## src/rtl/atomic_rmw_unit.sv

```systemverilog
module atomic_rmw_unit #(
  parameter int N_REQ = 3,
  parameter int AW    = 4,
  parameter int DW    = 16
) (
  input  logic                clk,
  input  logic                rst_n,
  input  logic [N_REQ-1:0]    req_valid,
  output logic [N_REQ-1:0]    req_ready,
  input  logic [N_REQ*3-1:0]  req_op,
  input  logic [N_REQ*AW-1:0] req_addr,
  input  logic [N_REQ*DW-1:0] req_data,
  output logic [N_REQ-1:0]    rsp_done,
  output logic [DW-1:0]       rsp_data
);
  localparam int DEPTH = 1 << AW;
  localparam int IW    = (N_REQ > 1) ? $clog2(N_REQ) : 1;

  localparam logic [2:0] OP_STORE = 3'd1;
  localparam logic [2:0] OP_TAS   = 3'd2;
  localparam logic [2:0] OP_FAA   = 3'd3;
  localparam logic [2:0] OP_SWAP  = 3'd4;

  logic [DW-1:0] mem [DEPTH];
  logic          wr_phase;
  logic [IW-1:0] rr_ptr, gnt_idx, owner_q;
  logic          gnt_any;
  logic [2:0]    op_q;
  logic [AW-1:0] addr_q;
  logic [DW-1:0] opnd_q, old_q;

  always_comb begin
    logic [IW:0] cand;
    gnt_any = 1'b0;
    gnt_idx = '0;
    for (int k = 0; k < N_REQ; k++) begin
      cand = {1'b0, rr_ptr} + (IW+1)'(k);
      if (cand >= (IW+1)'(N_REQ)) cand = cand - (IW+1)'(N_REQ);
      if (!gnt_any && req_valid[cand[IW-1:0]]) begin
        gnt_any = 1'b1;
        gnt_idx = cand[IW-1:0];
      end
    end
  end

  wire              accept    = gnt_any && !wr_phase && rst_n;
  wire [N_REQ-1:0]  gnt_hot   = {{(N_REQ-1){1'b0}}, 1'b1} << gnt_idx;
  wire [2:0]        sel_op    = req_op[gnt_idx*3 +: 3];
  wire [AW-1:0]     sel_addr  = req_addr[gnt_idx*AW +: AW];
  wire [DW-1:0]     sel_data  = req_data[gnt_idx*DW +: DW];
  wire              sel_atom  = (sel_op == OP_TAS) || (sel_op == OP_FAA) || (sel_op == OP_SWAP);
  wire [DW-1:0]     rd_word   = mem[sel_addr];
  wire [DW-1:0]     wb_word   = (op_q == OP_TAS) ? DW'(1) :
                                (op_q == OP_FAA) ? old_q + opnd_q : opnd_q;

  assign req_ready = accept ? gnt_hot : '0;

  always_ff @(posedge clk or negedge rst_n) begin
    if (!rst_n) begin
      for (int i = 0; i < DEPTH; i++) mem[i] <= '0;
      wr_phase <= 1'b0;
      rr_ptr   <= '0;
      owner_q  <= '0;
      op_q     <= '0;
      addr_q   <= '0;
      opnd_q   <= '0;
      old_q    <= '0;
      rsp_done <= '0;
      rsp_data <= '0;
    end else begin
      rsp_done <= '0;
      if (wr_phase) begin
        mem[addr_q] <= wb_word;
        rsp_done    <= {{(N_REQ-1){1'b0}}, 1'b1} << owner_q;
        rsp_data    <= old_q;
        wr_phase    <= 1'b0;
      end else if (accept) begin
        rr_ptr <= (gnt_idx == IW'(N_REQ-1)) ? '0 : gnt_idx + 1'b1;
        if (sel_atom) begin
          wr_phase <= 1'b1;
          owner_q  <= gnt_idx;
          op_q     <= sel_op;
          addr_q   <= sel_addr;
          opnd_q   <= sel_data;
          old_q    <= rd_word;
        end else begin
          rsp_done <= gnt_hot;
          rsp_data <= rd_word;
          if (sel_op == OP_STORE) mem[sel_addr] <= sel_data;
        end
      end
    end
  end
endmodule

```

## config.mk

```make
export PLATFORM = sky130hd
export DESIGN_NAME = atomic_rmw_unit
export DESIGN_NICKNAME = d
export VERILOG_FILES = /design/src/rtl/atomic_rmw_unit.sv
export SDC_FILE = /design/constraint.sdc
export NUM_CORES = 1
export LEC_CHECK = 0
export ABC_AREA = 0
export ABC_CLOCK_PERIOD_IN_PS = 4200
export BUFFER_PORTS_ARGS = -buffer_cell sky130_fd_sc_hd__buf_2
export CAP_MARGIN = 25
export CORE_MARGIN = 2
export CORE_UTILIZATION = 64
export CTS_BUF_LIST = sky130_fd_sc_hd__clkbuf_8
export DETAILED_ROUTE_END_ITERATION = 16
export PLACE_DENSITY = 0.9
export REMOVE_ABC_BUFFERS = 1
export SKIP_LAST_GASP = 1
export SLEW_MARGIN = 20
export SYNTH_ARGS = -nofsm -noshare
export SYNTH_HDL_FRONTEND = slang
export SYNTH_SLANG_ARGS = --single-unit
```

## constraint.sdc

```tcl
create_clock -name clk -period 4.2 [get_ports clk]
set_input_delay 0.42 -clock clk [delete_from_list [all_inputs] [get_ports clk]]
set_output_delay 0.42 -clock clk [all_outputs]
set_load 0.02 [all_outputs]
```

==> metrics.cfg <==
[logic_synthesis]
syn_inst=1862
synth_top_family_by_area=compound AO/OA/AOI/OAI gates
synth_xor_area_share_pct=0.343
synth_top_area_cell=dfrtp_1
avgSynthCellArea_um2=9.59
synth_area_leaders=dfrtp_1, a221o_1, a22o_1
synth_seq_cells=319
ys_types=74
ys.flop_type=dfrtp_1
synth-edff-count=0
ys_warn_count=0
yosysMostFrequentCell=dfrtp_1
netlist_area_um2=17900
muxShareOfSynthArea_pct=2.05
synth_simple_gate_area_share_pct=14.8
ys_top_cells_by_count=dfrtp_1, nand2_1, nor2_1
synthArstFlopShare_pct=100
synth_top_area_share_pct=44.7
synth-compound-area-share_pct=31.8
synthAdderAreaFrac_pct=1.44
yosysSeqAreaShare_pct=44.7

[run_status]
status=finished, final reports clean

[sta]
relSlewSlack_pct=31.7
fmax_mhz=245
setup_tns_ns=0
drv_slew=0
worst_pin_slew_ns=1.02
fin_crit_sh_pct=97.3
skew_ns=0.0221
fin_ws_ns=0.115
period_minus_slack_ns=4.09
hold_viol=0
rsz0062_at_grt=no
setup_viol=0

[grt]
grt_antenna_before_repair=1
grt_max_degree=192
grt.total_usage_pct=43.2
grt_pass1_vias=16981
overflow=0
grt_pass1_wl_mm=97.6

[finish]
final_cells=2350
layout.nets=2026
fill_cells=2001
antennaDiodeCount=0
final_util_pct=72.7
final_layout_size_suffix_gt1_share_pct=18.0
area_growth_pct=12.5

[routing]
num_vias=17630
drt_iter0_markers=2783
met1_length_mm=24.2
top_layer_used=met4
dr.pass1.iters=6
routed-wl-met3_mm=9.77
vias_per_cell=7.50
wl_per_cell_um=26.8
met2_length_mm=26.8
drc=0
routed_wl_mm=63.0
postRouteAntennaNets=0

[critical_path]
start_kind=register
critPathMaxFanout=52
critical_path_buf_inv_count=2
crit_chain=inv_1 -> ha_2 -> mux2i_1 -> o211a_1 -> o22a_2 -> mux2_4 -> mux2_8 -> buf_12 -> a211oi_1 -> a311oi_1 -> or4_1 -> a221o_1
cpPeakStageDelay_ns=0.57
slowest_stage=or4_1
setup.worst_path.class=register to register
cp-end-kind=register
critPathRequiredTime_ns=4.70
arrival_ns=4.59
cpLargestDelayFamily=compound AO/OA/AOI/OAI gates

[die]
die_w_um=171
core_um2=27600
rows=61
pin_count=96
die_h_um=171
start_util_pct=64.6
die-area_um2=29300

[clock_network]
cts_setup_buffers=0
cts_buffers=53
cts_tree=yes
cts_buffer_depth=3
cts_max_level=2
cts-root-buf=clkbuf_8
clk_pin_slew_ns=0.07
clock_sinks=319
clk-insertion-delay-late_ns=0.62

[power_and_ir_drop]
p_clk_share_pct=14.7
seq_power_share_pct=27.2
p_int_w=0.00980
power_switching_w=0.00968
combinationalPowerShare_pct=58.0
power_density_nw_per_um2=970
p_leak_nw=8.84
power_w=0.0195
sw_frac_of_total_pct=49.7
vdd_drop_max_v=0.000577

[placed_design]
numPortBuffers=95
dp_hpwl_mm=43.3
dpl.cell_count=2255
dp_worst_setup_slack_ns=0.0394
gp_congestion=0.975

[job]
cap_violations=0

[worst_hold_path]
worstHoldPathType=primary input to async pin

==> stage by stage <==
stage	hold WS [ns]	instance area, µm²
after floorplan	0.124	17100
after global placement	0.464	19000
final	0.0340	20100
after global routing	0.0874	20100
after CTS	0.0335	20100
after detailed placement	0.478	19000
==> layout make-up <==
cell class | count | area, µm² | area share, %
clock buffer | 69 | 950 | 4.73
timing repair buffer | 202 | 1390 | 6.91
multi-input combinational | 1337 | 9070 | 45.2
clock inverter | 26 | 148 | 0.735
tap | 378 | 473 | 2.35
inverter | 19 | 71.3 | 0.355
sequential | 319 | 7980 | 39.7
==> power by group through the flow <==
stage / Clock, W / Combinational [W] / Sequential (W)
final: 0.00287 / 0.0113 / 0.00530
after global routing: 0.00299 / 0.0119 / 0.00539
after CTS: 0.00285 / 0.0108 / 0.00523
after detailed placement: 0 / 0.0107 / 0.00525
after global placement: 0 / 0.0104 / 0.00521
after floorplan: 0 / 0.00655 / 0.00506
==> cell usage in the layout, fill, tap and decap left out, types with 7 or more instances in the layout <==
cell type	n
dfrtp_1	318
nand2_1	228
nor2_1	133
o22ai_1	120
a22o_1	120
a221o_1	108
buf_4	99
buf_2	94
o21ai_0	74
clkbuf_8	69
and3_1	66
a311oi_1	64
a211oi_1	49
a21oi_1	45
a22oi_1	45
inv_1	32
nor3b_1	25
mux2_2	18
a211oi_2	17
ha_1	17
or4_1	16
nor2b_1	14
nand3_1	13
o21ai_1	12
mux2i_1	11
nor4_1	11
nand3b_1	9
nor3_1	9
o221ai_1	9
clkinv_2	9
buf_12	8
a21o_1	7
or2_2	7
==> state kept, by name, indices dropped and copies added (netlist names), 2 cells and up <==
| name | flops |
|---|---|
| addr_q | 4 |
| mem | 256 |
| old_q | 16 |
| op_q | 3 |
| opnd_q | 16 |
| owner_q | 2 |
| rr_ptr | 2 |
| rsp_data | 16 |
| rsp_done | 3 |
==> cell families (layout without fill, tap and decap cells) <==
group / count (synthesis) / count (layout)
muxes: 32 / 32
and+or+nand+nor: 559 / 559
xor gates and xnor gates: 7 / 7
buffers and inverters: 206 / 316
DFF: 319 / 319
adders and majority gates: 20 / 20
AOI/OAI and AO/OA: 719 / 719
==> final timing paths <==
kind / start / slack (ns) / depth (start not counted) / end
min in group clk: req_op[6] / 0.17 / 3 / op_q[0]
max in group asynchronous: rst_n / 2.59 / 3 / rsp_data[3]
setup / recovery: rr_ptr[1] / 0.11 / 12 / rsp_data[9]
hold / removal: rst_n / 0.03 / 2 / rr_ptr[1]
hold reg to reg: mem[157] / 0.48 / 2 / mem[157]
setup reg to reg: rr_ptr[1] / 0.11 / 12 / rsp_data[9]
==> repair_timing <==
| item | CTS | global route |
|---|---|---|
| gates resized for setup | 0 | 7 |
| hold buffers | 0 | 0 |
| setup endpoints to repair | 0 | 68 |
==> layer usage <==
| layer | vias up | global-route usage (%) |
|---|---|---|
| li1 | 7365 | - |
| met1 | 8499 | 60.5 |
| met2 | 1530 | 62.4 |
| met3 | 236 | 14.8 |
| met4 | 0 | 16.0 |
| met5 | - | 0.348 |
Power figures use the tool's default switching activity.
